`config.mk`:
```
export PLATFORM = sky130hd
export DESIGN_NAME = tri_timer
export DESIGN_NICKNAME = d
export VERILOG_FILES = /design/src/rtl/tri_tmr_pkg.sv /design/src/rtl/tmr_cfg_map.sv /design/src/rtl/tmr_chan.sv /design/src/rtl/tmr_status.sv /design/src/rtl/tri_timer.sv
export SDC_FILE = /design/constraint.sdc
export NUM_CORES = 2
export LEC_CHECK = 0
export ABC_AREA = 1
export BUFFER_PORTS_ARGS = -buffer_cell sky130_fd_sc_hd__buf_4
export CELL_PAD_IN_SITES_DETAIL_PLACEMENT = 1
export CELL_PAD_IN_SITES_GLOBAL_PLACEMENT = 1
export CORE_MARGIN = 8
export CORE_UTILIZATION = 45
export CTS_BUF_LIST = sky130_fd_sc_hd__clkbuf_4
export CTS_CLUSTER_SIZE = 14
export DETAILED_ROUTE_END_ITERATION = 16
export PLACE_DENSITY_LB_ADDON = 0.1
export SLEW_MARGIN = 0
export SYNTH_ARGS = -nofsm -noshare
export SYNTH_HDL_FRONTEND = slang
export SYNTH_SLANG_ARGS = --single-unit
```
`constraint.sdc`:
```
create_clock -name clk -period 3.9 [get_ports clk]
set_input_delay 0.195 -clock clk [delete_from_list [all_inputs] [get_ports clk]]
set_output_delay 0.195 -clock clk [all_outputs]
set_load 0.02 [all_outputs]
```
`src/rtl/tri_tmr_pkg.sv`:
```
// Shared constants and helpers for the three-channel timer.
// Assumes a fixed set of three channels, since the register map places
// the shared registers directly after the third channel.
package tri_tmr_pkg;
    localparam int N_CHAN = 3;
    localparam int CTRL_W = 12;
    localparam int ST_W   = 3 * N_CHAN;

    // word indices (byte offset / 4) of the shared registers
    localparam int IDX_CTRL = 12;
    localparam int IDX_STAT = 13;
    localparam int IDX_MASK = 14;

    // per-channel decoded configuration
    typedef struct packed {
        logic run;
        logic ext_sel;
        logic wrap_ie;
        logic up;
    } chan_cfg_t;

    // writable control bits for the selected layout
    function automatic logic [CTRL_W-1:0] ctrl_wmask(input bit alt);
        return alt ? 12'h777 : 12'hFFF;
    endfunction
endpackage

```
`src/rtl/tmr_cfg_map.sv`:
```
// Splits the shared control word into per-channel settings.
// The ALT parameter picks between the two bit layouts. The alternate
// layout has no direction bits, so its channels always count down.
module tmr_cfg_map
    import tri_tmr_pkg::*;
#(
    parameter bit ALT = 1'b0
) (
    input  logic [CTRL_W-1:0]           ctrl,
    output chan_cfg_t [N_CHAN-1:0]      cfg
);
    localparam int STRIDE = ALT ? 4 : 3;
    localparam int DIR_BASE = 9;

    for (genvar c = 0; c < N_CHAN; c++) begin : g_chan
        // pick the three per-channel bits at this layout's stride
        assign cfg[c].run     = ctrl[STRIDE*c];
        assign cfg[c].ext_sel = ctrl[STRIDE*c+1];
        assign cfg[c].wrap_ie = ctrl[STRIDE*c+2];
        if (ALT) begin : g_down_only
            assign cfg[c].up = 1'b0;
        end else begin : g_dir
            assign cfg[c].up = ctrl[DIR_BASE+c];
        end
    end
endmodule

```
`src/rtl/tmr_chan.sv`:
```
// One counter channel. On each tick it steps up or down, reloads at the
// end of its range and reports match and wrap events for that edge.
// A software count write has priority over a tick in the same cycle
// and raises no event.
module tmr_chan #(
    parameter int W = 32
) (
    input  logic         clk,
    input  logic         rst_n,
    input  logic         tick,
    input  logic         up,
    input  logic         cnt_wr,
    input  logic [W-1:0] wdata,
    input  logic [W-1:0] reload,
    input  logic [W-1:0] cmp_a,
    input  logic [W-1:0] cmp_b,
    output logic [W-1:0] count,
    output logic         ev_a,
    output logic         ev_b,
    output logic         ev_wrap
);
    logic [W-1:0] nxt;
    logic         at_end;

    // next value of the counter if a tick occurs
    always_comb begin
        at_end = up ? (count == {W{1'b1}}) : (count == '0);
        if (at_end)  nxt = reload;
        else if (up) nxt = count + 1'b1;
        else         nxt = count - 1'b1;
    end

    // events belong only to real ticks that no write overrides
    assign ev_wrap = tick & ~cnt_wr & at_end;
    assign ev_a    = tick & ~cnt_wr & (nxt == cmp_a);
    assign ev_b    = tick & ~cnt_wr & (nxt == cmp_b);

    // counter register: a write first, then a tick, otherwise hold
    always_ff @(posedge clk) begin
        if (!rst_n)      count <= '0;
        else if (cnt_wr) count <= wdata;
        else if (tick)   count <= nxt;
    end
endmodule

```
`src/rtl/tmr_status.sv`:
```
// Sticky event flags with write-one-to-clear and the interrupt reduction.
// Assumes a set and a clear of the same bit in one cycle resolve to set.
module tmr_status #(
    parameter int NB = 9
) (
    input  logic          clk,
    input  logic          rst_n,
    input  logic [NB-1:0] set_v,
    input  logic          clr_en,
    input  logic [NB-1:0] clr_v,
    input  logic [NB-1:0] mask,
    input  logic [NB-1:0] gate,
    output logic [NB-1:0] status,
    output logic          irq
);
    logic [NB-1:0] clr_eff;

    // clear pattern applies only when the status register is written
    assign clr_eff = clr_en ? clr_v : '0;

    // sticky flag storage
    always_ff @(posedge clk) begin
        if (!rst_n) status <= '0;
        else        status <= (status & ~clr_eff) | set_v;
    end

    // interrupt: any unmasked and ungated flag
    assign irq = |(status & mask & gate);
endmodule

```
`src/rtl/tri_timer.sv`:
```
// Three-channel timer with register bus. It holds the reload and compare
// registers, control and mask, decodes the bus and muxes read data.
// Assumes DATA_W >= 12 and ext_tick synchronous to clk.
module tri_timer
    import tri_tmr_pkg::*;
#(
    parameter int DATA_W     = 32,
    parameter int ADDR_W     = 6,
    parameter bit ALT_LAYOUT = 1'b0
) (
    input  logic              clk,
    input  logic              rst_n,
    input  logic              ext_tick,
    input  logic [ADDR_W-1:0] addr,
    input  logic              wr_en,
    input  logic [DATA_W-1:0] wdata,
    output logic [DATA_W-1:0] rdata,
    output logic              irq
);
    localparam int IDX_W = ADDR_W - 2;
    localparam logic [CTRL_W-1:0] WMASK = ctrl_wmask(ALT_LAYOUT);

    logic [IDX_W-1:0]                idx;
    logic [CTRL_W-1:0]               ctrl_q;
    logic [ST_W-1:0]                 mask_q;
    logic [ST_W-1:0]                 status_q;
    logic [N_CHAN-1:0][DATA_W-1:0]   cnt_q, reload_q, cmpa_q, cmpb_q;
    logic [N_CHAN-1:0]               cnt_wr, tick_v, run_v, up_v;
    logic [ST_W-1:0]                 set_v, gate_v;
    chan_cfg_t [N_CHAN-1:0]          cfg;

    assign idx = addr[ADDR_W-1:2];

    tmr_cfg_map #(.ALT(ALT_LAYOUT)) u_map (
        .ctrl (ctrl_q),
        .cfg  (cfg)
    );

    // shared control and mask registers
    always_ff @(posedge clk) begin
        if (!rst_n) begin
            ctrl_q <= '0;
            mask_q <= '0;
        end else if (wr_en) begin
            if (idx == IDX_W'(IDX_CTRL)) ctrl_q <= wdata[CTRL_W-1:0] & WMASK;
            if (idx == IDX_W'(IDX_MASK)) mask_q <= wdata[ST_W-1:0];
        end
    end

    for (genvar c = 0; c < N_CHAN; c++) begin : g_ch
        assign cnt_wr[c] = wr_en && (idx == IDX_W'(4*c));
        assign run_v[c]  = cfg[c].run;
        assign up_v[c]   = cfg[c].up;
        assign tick_v[c] = cfg[c].run & (cfg[c].ext_sel ? ext_tick : 1'b1);
        assign gate_v[3*c]   = 1'b1;
        assign gate_v[3*c+1] = 1'b1;
        assign gate_v[3*c+2] = cfg[c].wrap_ie;

        // per-channel reload and compare registers
        always_ff @(posedge clk) begin
            if (!rst_n) begin
                reload_q[c] <= '0;
                cmpa_q[c]   <= '0;
                cmpb_q[c]   <= '0;
            end else if (wr_en) begin
                if (idx == IDX_W'(4*c+1)) reload_q[c] <= wdata;
                if (idx == IDX_W'(4*c+2)) cmpa_q[c]   <= wdata;
                if (idx == IDX_W'(4*c+3)) cmpb_q[c]   <= wdata;
            end
        end

        tmr_chan #(.W(DATA_W)) u_chan (
            .clk     (clk),
            .rst_n   (rst_n),
            .tick    (tick_v[c]),
            .up      (cfg[c].up),
            .cnt_wr  (cnt_wr[c]),
            .wdata   (wdata),
            .reload  (reload_q[c]),
            .cmp_a   (cmpa_q[c]),
            .cmp_b   (cmpb_q[c]),
            .count   (cnt_q[c]),
            .ev_a    (set_v[3*c]),
            .ev_b    (set_v[3*c+1]),
            .ev_wrap (set_v[3*c+2])
        );
    end

    tmr_status #(.NB(ST_W)) u_stat (
        .clk    (clk),
        .rst_n  (rst_n),
        .set_v  (set_v),
        .clr_en (wr_en && (idx == IDX_W'(IDX_STAT))),
        .clr_v  (wdata[ST_W-1:0]),
        .mask   (mask_q),
        .gate   (gate_v),
        .status (status_q),
        .irq    (irq)
    );

    // read data mux
    always_comb begin
        rdata = '0;
        for (int c = 0; c < N_CHAN; c++) begin
            if (idx == IDX_W'(4*c))   rdata = cnt_q[c];
            if (idx == IDX_W'(4*c+1)) rdata = reload_q[c];
            if (idx == IDX_W'(4*c+2)) rdata = cmpa_q[c];
            if (idx == IDX_W'(4*c+3)) rdata = cmpb_q[c];
        end
        if (idx == IDX_W'(IDX_CTRL)) rdata = DATA_W'(ctrl_q);
        if (idx == IDX_W'(IDX_STAT)) rdata = DATA_W'(status_q);
        if (idx == IDX_W'(IDX_MASK)) rdata = DATA_W'(mask_q);
    end
endmodule

```
==> results of run 1 <==
-- layer usage --
layer	GRT usage, %	part of all wire [%]	vias to the layer above
met4	17.7	5.5	0
met3	4.55	5.9	353
li1	-	-	17755
met1	41.1	42	17817
met5	0	0	-
met2	58.2	47	1175
-- what timing repair did --
action	CTS	global route
resized for setup	0	6
endpoints found under the hold margin	414	0
setup buffers	0	1
hold buffers	49	0
endpoints found under the setup margin	0	9
-- power by group --
group / leakage [nW] / internal, mW / switching, mW
combinational: 11.9 / 2.42 / 5.68
sequential: 3.35 / 4.34 / 0.138
clock: 0.820 / 1.93 / 2.05
total: 16.1 / 8.70 / 7.87
-- area by class of cell --
cell class,instances,area [um^2],share of cell area [%]
flip-flops and latches,414,8290,24.2
clock buffers,165,1240,3.61
inverters,785,2950,8.62
clock inverters,26,128,0.372
well taps,882,1100,3.22
multi-input cells,3988,18700,54.6
diodes,5,12.5,0.0365
repair buffers,213,1840,5.36
-- cell usage in the layout (no fill, tap or decap), drive strengths merged, types with 6 or more instances in the layout --
cell         count
nand2         1843
inv            786
nand3          483
a21oi          438
dfxtp          414
o21ai          412
nor2           364
clkbuf         165
buf            164
a31oi           97
ha              90
nand4           87
dlygate4sd3     49
o22ai           26
clkinv          24
nor3            23
o2111ai         20
xnor2           15
o211ai          10
xor2            10
a221oi          10
o32ai           10
nand3b           9
o221ai           7
o21bai           7
or2              6
-- flip-flops by register name (all words and copies together) (netlist names) --
register	cells
mask_q	9
u_stat.status	9
g_ch.u_chan.count	96
cmpa_q	96
cmpb_q	96
ctrl_q	12
reload_q	96
-- how the worst max path moves through the flow --
stage,endpoint,slack [ns],depth (start not counted)
floorplan,u_stat.status[3]$_SDFF_PN0_,1.05,21
CTS,rdata[16],0.04,14
detailed placement,u_stat.status[7]$_SDFF_PN0_,0.28,21
global route,rdata[13],0.02,16
global placement,u_stat.status[7]$_SDFF_PN0_,0.37,21
finish,rdata[3],0.02,14
-- through the flow --
stage | std cells | instance area, um^2 | util, % | hold slack, ns
final | 6478 | 34300 | 50.2 | 0.187
after global routing | 6476 | 34300 | 50.2 | 0.183
after CTS | 6472 | 34200 | 50.2 | 0.122
after detailed placement | 6232 | 32400 | 47.5 | 0.460
after global placement | 6232 | 32400 | 47.5 | 0.453
after floorplan | 5422 | 30800 | - | 0.388
-- cell families (layout without fill, tap and decap cells) --
group	count (synthesis)	count (layout)
AOI/OAI and AO/OA	1047	1047
adders and majority gates	93	93
DFF	414	414
buffers and inverters	1020	1189
and+or+nand+nor	2823	2823
other	0	5
xor gates and xnor gates	25	25
-- worst reg2reg max path, stage by stage (launching register included) --
cell                      delay [ns]
sky130_fd_sc_hd__dfxtp_1        0.48
sky130_fd_sc_hd__inv_1          0.12
sky130_fd_sc_hd__buf_12         0.19
sky130_fd_sc_hd__fa_1           0.49
sky130_fd_sc_hd__nand3_1        0.13
sky130_fd_sc_hd__nand3_1        0.23
sky130_fd_sc_hd__nand2_1        0.13
sky130_fd_sc_hd__nand2_1        0.18
sky130_fd_sc_hd__nand2_1        0.14
sky130_fd_sc_hd__nand3_1        0.09
sky130_fd_sc_hd__nand2_1        0.07
sky130_fd_sc_hd__nand2_1        0.08
sky130_fd_sc_hd__nand2_2        0.15
sky130_fd_sc_hd__nand2_1        0.10
sky130_fd_sc_hd__nand2_1        0.07
sky130_fd_sc_hd__nand2_1        0.05
sky130_fd_sc_hd__nor2_1         0.15
sky130_fd_sc_hd__nand2_1        0.07
sky130_fd_sc_hd__nor2_1         0.10
sky130_fd_sc_hd__buf_4          0.16
sky130_fd_sc_hd__nand4_1        0.19
sky130_fd_sc_hd__a21oi_1        0.20
==> metrics.md, run 1 <==
| Metric | Value |
|---|---|
| Category of the critical setup timing path | input port to output port |
| Number of core rows | 96 |
| Ports placed on the boundary | 75 |
| Pin count of the biggest net entering global routing | 170 |
| Cell depth of the worst min-delay path | 4 |
| Nets | 5654 |
| Post-synthesis average cell area | 5.69 um^2 |
| Placed wire-length estimate | 101000 um |
| Top achievable clock speed | 0.258 GHz |
| Number of detailed-routing iterations run before antenna repair | 5 |
| RR Startpoint | ctrl_q[11]$_SDFFE_PN0P_ |
| Worst hold path startpoint | wdata[2] |
| Time the worst path needs with I/O delays and setup | 3.88 ns |
| I/O Buffers | 72 |
| Iteration-0 DRC Markers | 2486 |
| Peak VDD IR | 0.233 mV |
| TritonCTS clock tree | built |
| Sequential area share after synthesis | 26.9% |
| WP data required | 3.70 ns |
| CTS Root Cell | sky130_fd_sc_hd__clkbuf_4 |
| Cell with the most instances after synthesis | sky130_fd_sc_hd__nand2_1 |
| Maximum fanout along the worst path | 4 |
| Portion of netlist area occupied by mux cells | 0% |
| Final-report setup violation count | 0 |
| Synthesized-area fraction occupied by and/or/nand/nor cells | 37.6% |
| Setup slack on the worst flop-to-flop path | 0.25 ns |
| Setup repair after global routing missed its margin | no |
| Worst Setup Start Kind | input port |
| Core Footprint | 0.0682 mm^2 |
| Most used DFF post-synth | sky130_fd_sc_hd__dfxtp_1 |
| Power per cell area | 483 mW/mm^2 |
| Vias | 37100 |
| Syn Inst Count | 5422 |
| X dimension of the die | 278 um |
| First element of the critical path | addr[2] |
| Synth Cell Area | 0.0308 mm^2 |
| Initial antenna violation count | 4 |
| Number of vias per cell after detailed routing | 5.73 |
| RR Endpoint | u_stat.status[6]$_SDFF_PN0_ |
| Insertion delay to the later sink of the worst-skew pair | 0.99 ns |
| Top cells by instance count after synthesis | sky130_fd_sc_hd__nand2_1 (1838), sky130_fd_sc_hd__inv_1 (780), sky130_fd_sc_hd__nand3_1 (474) |
| GRT overflow | 0 |
| Number of warnings printed during yosys synthesis | 0 |
| Headroom to the max-slew limit | 33.2% |
| Final period utilization | 99.4% |
| Arithmetic-cell share of the synthesized area counting full adders, half adders and majority gates | 3.85% |
| Vias in the first global route | 37605 |
| Post-route setup slack | 0.0238 ns |
| Hold Path Sink | g_ch[1].u_chan.count[2]$_SDFFE_PN0P_ |
| DRC Markers | 0 |
| Cell-by-cell trace of the critical path | dlygate4sd3_1 > buf_4 > nor2_1 > dlygate4sd3_1 > inv_1 > nor2_2 > inv_1 > o21ai_0 > o21ai_0 > a21oi_1 > o211ai_1 > a21oi_1 > o2111ai_1 > buf_4 |
| Largest family of logic cells by synthesized area | simple AND/OR/NAND/NOR gates |
| Leakage power | 16.1 nW |
| Actual slew at the worst max-slew pin | 1.00 ns |
| Remaining antenna violation count after routing | 0 |
| Flip-flop and latch count after synthesis | 414 |
| Crit path buffers/inverters | 6 |
| Ys async rst share | 0% |
| Clock-pin slew on the worst setup and hold paths | 0.06 ns |
| Clock skew after layout | 0.119 ns |
| Final Wtd Congestion | 0.962 |
| First-pass GRT wire length | 210000 um |
| Result of the run | finished clean |
| Number of synthesized flops with an enable pin | 0 |
| Max Buffers Root-to-Sink | 3 |
| Post-synthesis xor/xnor area fraction | 0.710% |
| Area Overhead vs Synth | 11.2% |
| Share of layout cells above drive strength 1 | 6.85% |
| Critical path's top delay family | buffers and inverters |
| Depth of the worst register-to-register path | 21 |
| Count of maximum capacitance violations | 0 |
| H-tree depth | 3 |
| Num CTS Buffers | 117 |
| Fill cell instance count of the final layout | 9888 |
| Starting density of the core | 45.2% |
| Die span in y | 278 um |
| Post-synthesis compound-gate area fraction | 18.3% |
| Pwr Total | 16.6 mW |
| Worst Setup Slack post-DPL | 0.282 ns |
| Critical path's largest stage delay | 0.60 ns |
| Synth Net Count | 5557 |
| Area enclosed by the die boundary | 0.0771 mm^2 |
| Critical Path End Type | output port |
| DR WL/cell | 20.8 um |
| Final number of hold-violating endpoints | 0 |
| Post-synth top area share | 26.9% |
| Count of final max-slew check failures | 0 |
| Worst hold path class | input port to register |
| Synth area leaders | sky130_fd_sc_hd__dfxtp_1 (27%), sky130_fd_sc_hd__nand2_1 (22%), sky130_fd_sc_hd__inv_1 (9.5%), sky130_fd_sc_hd__nand3_1 (7.7%), sky130_fd_sc_hd__a21oi_1 (7.1%) |
| Critical path's slowest cell | sky130_fd_sc_hd__dlygate4sd3_1 |
| Tot GR Track Use | 33.9% |
| Final TNS setup | 0 ns |
| Arrival time at the worst endpoint | 3.68 ns |
| Total wire length after detailed routing | 135000 um |
| Biggest area consumer among synthesized cells | sky130_fd_sc_hd__dfxtp_1 |
| Clock Sink Count | 414 |
| Library cells used by synthesis | 48 |
Power figures use the tool's default switching activity.
==> run 2: changes to the inputs <==
- ABC_AREA: 1 -> default
- CORE_UTILIZATION: 45 -> 48
==> run 2 against run 1 <==
  * The flow now stops in 5_1_grt
  * Synthesized cell count decreased by 21%
  * Area after synthesis is 0.18% lower
==> metrics.md, run 2 <==
| Metric | Value |
|---|---|
| Number of core rows | 93 |
| Exit stage | 5_1_grt |
| Ports placed on the boundary | 75 |
| Worst EP kind | sequential cell input |
| Tot GR Track Use | 78.2% |
| Max Buffers Root-to-Sink | 3 |
| Synth Net Count | 4442 |
| Biggest area consumer among synthesized cells | sky130_fd_sc_hd__dfxtp_1 |
| Final Wtd Congestion | 1.14 |
| CTS Root Cell | sky130_fd_sc_hd__clkbuf_4 |
| Placed wire-length estimate | 151000 um |
| Syn Inst Count | 4307 |
| Number of synthesized flops with an enable pin | 0 |
| Num CTS Buffers | 117 |
| Cell with the most instances after synthesis | sky130_fd_sc_hd__nand2_1 |
| Last reported worst endpoint of the global-route repair pass | u_stat.status[0]$_SDFF_PN0_/D |
| GRT overflow | 24 |
| X dimension of the die | 269 um |
| Number of warnings printed during yosys synthesis | 0 |
| H-tree depth | 3 |
| Ys async rst share | 0% |
| Synth area leaders | sky130_fd_sc_hd__dfxtp_1 (27%), sky130_fd_sc_hd__nand2_1 (11%), sky130_fd_sc_hd__a21oi_1 (8.1%), sky130_fd_sc_hd__xnor2_1 (4.6%), sky130_fd_sc_hd__xor2_1 (4.3%) |
| I/O Buffers | 72 |
| Result of the run | aborted with a tool error |
| Die span in y | 269 um |
| Pin count of the biggest net entering global routing | 87 |
| Library cells used by synthesis | 96 |
| Most used DFF post-synth | sky130_fd_sc_hd__dfxtp_1 |
| Sequential area share after synthesis | 26.9% |
| Post-synthesis average cell area | 7.14 um^2 |
| Clock Sink Count | 414 |
| Post-synth top area share | 26.9% |
| Flip-flop and latch count after synthesis | 414 |
| Top cells by instance count after synthesis | sky130_fd_sc_hd__nand2_1 (870), sky130_fd_sc_hd__a21oi_1 (495), sky130_fd_sc_hd__dfxtp_1 (414) |
| Synth Cell Area | 0.0308 mm^2 |
| Tool error | [ERROR GRT-0232] Routing congestion too high. Check the congestion heatmap in the GUI. |
| Initial antenna violation count | 47 |
| Starting density of the core | 48.2% |
## run 2: cells by family after synthesis
logic type      synth area share, %
simple gates                   23.8
compound gates                 29.2
buf+inv                        5.33
flops                          26.9
xor+xnor                       8.95
fa+ha+maj                      3.85
mux                            1.87
## run 2: metal layers
metal	overflow	track usage, %
met5	0	48.6
met1	1	77.9
met3	3	68.2
met2	9	89.3
met4	11	77.6
## run 2: stage by stage
| stage | instances | worst slack, ns | cell area, um^2 |
|---|---|---|---|
| 3_5_place_dp | 5536 | -0.341 | 36400 |
| 2_1_floorplan | 4307 | -0.293 | 31100 |
| 4_1_cts | 5819 | -0.0735 | 39200 |
| 3_3_place_gp | 5536 | -0.262 | 36400 |
## run 2: what timing repair did
item,CTS
pin swaps,41
endpoints found under the hold margin,414
cloned,1
gates resized for setup,117
hold buffers,39
setup endpoints to repair,10
buffers inserted,30
==> run 3: changes to the inputs <==
- CELL_PAD_IN_SITES_DETAIL_PLACEMENT: 1 -> default
- CELL_PAD_IN_SITES_GLOBAL_PLACEMENT: 1 -> default
- CORE_UTILIZATION: 48 -> 40
- CTS_BUF_LIST: sky130_fd_sc_hd__clkbuf_4 -> default
- CTS_CLUSTER_SIZE: 14 -> default
- PLACE_DENSITY_LB_ADDON: 0.1 -> 0.15
==> run 3 against run 2 <==
  * The flow now finishes, with violations (setup timing)
  * Synthesized cell count unchanged
  * Area after synthesis is the same
==> metrics.md, run 3 <==
| Metric | Value |
|---|---|
| Non-filler cells in the finished layout | 5820 |
| Post-synthesis average cell area | 7.14 um^2 |
| Tot GR Track Use | 40.5% |
| GRT overflow | 0 |
| Sequential area share after synthesis | 26.9% |
| Cell-by-cell trace of the critical path | clkinvlp_4 > buf_12 > buf_4 > ha_1 > a21oi_1 > nand2_1 > o41ai_2 > buf_4 > nand3b_1 > o2111ai_1 > or4_4 > a2111oi_4 > nand4_1 > or4_4 > o31ai_2 |
| Fill cell instance count of the final layout | 7568 |
| Highest-count cells in the layout ignoring fill and taps | sky130_fd_sc_hd__nand2_1 (861), sky130_fd_sc_hd__buf_4 (666), sky130_fd_sc_hd__a21oi_1 (470), sky130_fd_sc_hd__dfxtp_1 (411), sky130_fd_sc_hd__nor2_1 (274) |
| DR WL/cell | 31.6 um |
| X dimension of the die | 293 um |
| Post-synth top area share | 26.9% |
| Starting density of the core | 40.5% |
| Final number of hold-violating endpoints | 0 |
| Clock skew after layout | 0.0248 ns |
| Area Overhead vs Synth | 28.7% |
| Critical path's top delay family | simple AND/OR/NAND/NOR gates |
| Worst Setup Start Kind | register |
| Pwr Total | 15.2 mW |
| Top achievable clock speed | 0.245 GHz |
| Syn Inst Count | 4307 |
| Placed wire-length estimate | 142000 um |
| Final Wtd Congestion | 1.09 |
| Leakage power | 15.5 nW |
| Post-route setup slack | -0.181 ns |
| Cells after DPL | 5669 |
| Core Footprint | 0.0761 mm^2 |
| Pin count of the biggest net entering global routing | 136 |
| Num CTS Buffers | 51 |
| Number of synthesized flops with an enable pin | 0 |
| Critical path's slowest cell | sky130_fd_sc_hd__or4_4 |
| TritonCTS clock tree | built |
| First-pass GRT wire length | 257000 um |
| Power per cell area | 383 mW/mm^2 |
| Iteration-0 DRC Markers | 5980 |
| Vias in the first global route | 34359 |
| Result of the run | finished, violations left |
| H-tree depth | 2 |
| Headroom to the max-slew limit | 29.7% |
| WP data required | 4.45 ns |
| Count of final max-slew check failures | 0 |
| Cell with the most instances after synthesis | sky130_fd_sc_hd__nand2_1 |
| Final period utilization | 105% |
| Initial antenna violation count | 7 |
| Nets | 4879 |
| CTS Root Cell | sky130_fd_sc_hd__clkbuf_16 |
| Depth of the worst register-to-register path | 15 |
| Crit path buffers/inverters | 4 |
| Number of warnings printed during yosys synthesis | 0 |
| Ys async rst share | 0% |
| Biggest area consumer among synthesized cells | sky130_fd_sc_hd__dfxtp_1 |
| Number of core rows | 101 |
| Final TNS setup | -0.285 ns |
| Actual slew at the worst max-slew pin | 1.05 ns |
| Total wire length after detailed routing | 184000 um |
| I/O Buffers | 72 |
| Max Buffers Root-to-Sink | 3 |
| Maximum fanout along the worst path | 17 |
| Violated checks | setup timing |
| Remaining antenna violation count after routing | 0 |
| Library cells used by synthesis | 96 |
| Most common cell after layout, fill and taps aside | sky130_fd_sc_hd__nand2_1 |
| Category of the critical setup timing path | register to register |
| Clock Sink Count | 414 |
| Vias | 38082 |
| Share of layout cells above drive strength 1 | 21.5% |
| Critical path's largest stage delay | 0.55 ns |
| Count of maximum capacitance violations | 0 |
| Critical Path End Type | register |
| DRC Markers | 0 |
| Flip-flop and latch count after synthesis | 414 |
| Synth Net Count | 4442 |
| Insertion delay to the later sink of the worst-skew pair | 0.63 ns |
| Number of detailed-routing iterations run before antenna repair | 9 |
| Most used DFF post-synth | sky130_fd_sc_hd__dfxtp_1 |
| Arrival time at the worst endpoint | 4.63 ns |
| Time the worst path needs with I/O delays and setup | 4.08 ns |
| Smallest hold slack | 0.0552 ns |
| Area enclosed by the die boundary | 0.0861 mm^2 |
| Die span in y | 293 um |
| Synth area leaders | sky130_fd_sc_hd__dfxtp_1 (27%), sky130_fd_sc_hd__nand2_1 (11%), sky130_fd_sc_hd__a21oi_1 (8.1%), sky130_fd_sc_hd__xnor2_1 (4.6%), sky130_fd_sc_hd__xor2_1 (4.3%) |
| Top cells by instance count after synthesis | sky130_fd_sc_hd__nand2_1 (870), sky130_fd_sc_hd__a21oi_1 (495), sky130_fd_sc_hd__dfxtp_1 (414) |
| Clock-pin slew on the worst setup and hold paths | 0.07 ns |
| Worst hold path class | input port to register |
| Peak VDD IR | 0.357 mV |
| Synth Cell Area | 0.0308 mm^2 |
| Setup repair after global routing missed its margin | yes |
| Final-report setup violation count | 3 |
| Ports placed on the boundary | 75 |
| Number of vias per cell after detailed routing | 6.54 |
| Cell depth of the worst min-delay path | 3 |
| Worst Setup Slack post-DPL | -0.200 ns |
| Logic depth of the worst path, buffers included | 15 |
run 3: cell counts after synthesis:
Identical to the previous run, type by type.
run 3: metal layers:
| layer | vias up | GRT usage [%] | routed length [um] |
|---|---|---|---|
| li1 | 16482 | - | - |
| met1 | 18253 | 55.1 | 73000 |
| met2 | 2816 | 58.3 | 75000 |
| met3 | 529 | 10.1 | 23600 |
| met4 | 2 | 21.7 | 12100 |
| met5 | - | 0 | 11 |
run 3: cell type report:
| type | instances | area [um^2] | share of cell area (%) |
|---|---|---|---|
| multi-input combinational | 3468 | 22300 | 56.4 |
| sequential | 414 | 8300 | 21.0 |
| timing repair buffer | 714 | 5630 | 14.2 |
| clock buffer | 69 | 1480 | 3.73 |
| tap | 1030 | 1290 | 3.25 |
| inverter | 95 | 375 | 0.948 |
| clock inverter | 26 | 198 | 0.499 |
| antenna | 4 | 10.0 | 0.0253 |
run 3: logic make-up after synthesis:
family	synth area share [%]
and+or+nand+nor	23.8
AOI/OAI and AO/OA	29.2
buffers and inverters	5.33
DFF	26.9
xor gates and xnor gates	8.95
adders and majority gates	3.85
muxes	1.87
run 3: worst min-delay path: cells and delay by family:
kind | cells | cell delay (ns)
compound gates | 1 | 0.05
buf+inv | 1 | 0.25
simple gates | 1 | 0.11
run 3: worst paths after layout:
kind | from | to | slack, ns
setup / recovery | ctrl_q[10]$_SDFFE_PN0P_ | u_stat.status[3]$_SDFF_PN0_ | -0.18
hold / removal | wdata[0] | cmpb_q[32]$_SDFFE_PN0P_ | 0.06
setup reg to reg | ctrl_q[10]$_SDFFE_PN0P_ | u_stat.status[3]$_SDFF_PN0_ | -0.18
hold reg to reg | reload_q[71]$_SDFFE_PN0P_ | reload_q[71]$_SDFFE_PN0P_ | 0.46
run 3: timing repair:
item / CTS / global route
setup endpoints to repair: 6 / 9
hold buffers: 29 / 0
pin swaps: 14 / 57
gates resized for setup: 41 / 174
cloned: 1 / 0
hold endpoints to repair: 272 / 0
setup buffers: 3 / 21
run 3: power by group:
group          internal [mW]  switching (mW)
clock network           2.73            2.11
registers               4.30           0.139
logic                   2.43            3.46
run 3: through the flow:
| stage | cell area, um^2 | utilization (%) |
|---|---|---|
| 2_1_floorplan | 31100 | - |
| 3_3_place_gp | 36300 | 47.8 |
| 3_5_place_dp | 36300 | 47.8 |
| 4_1_cts | 38500 | 50.6 |
| 5_1_grt | 39600 | 52.0 |
| 6_report | 39600 | 52.0 |
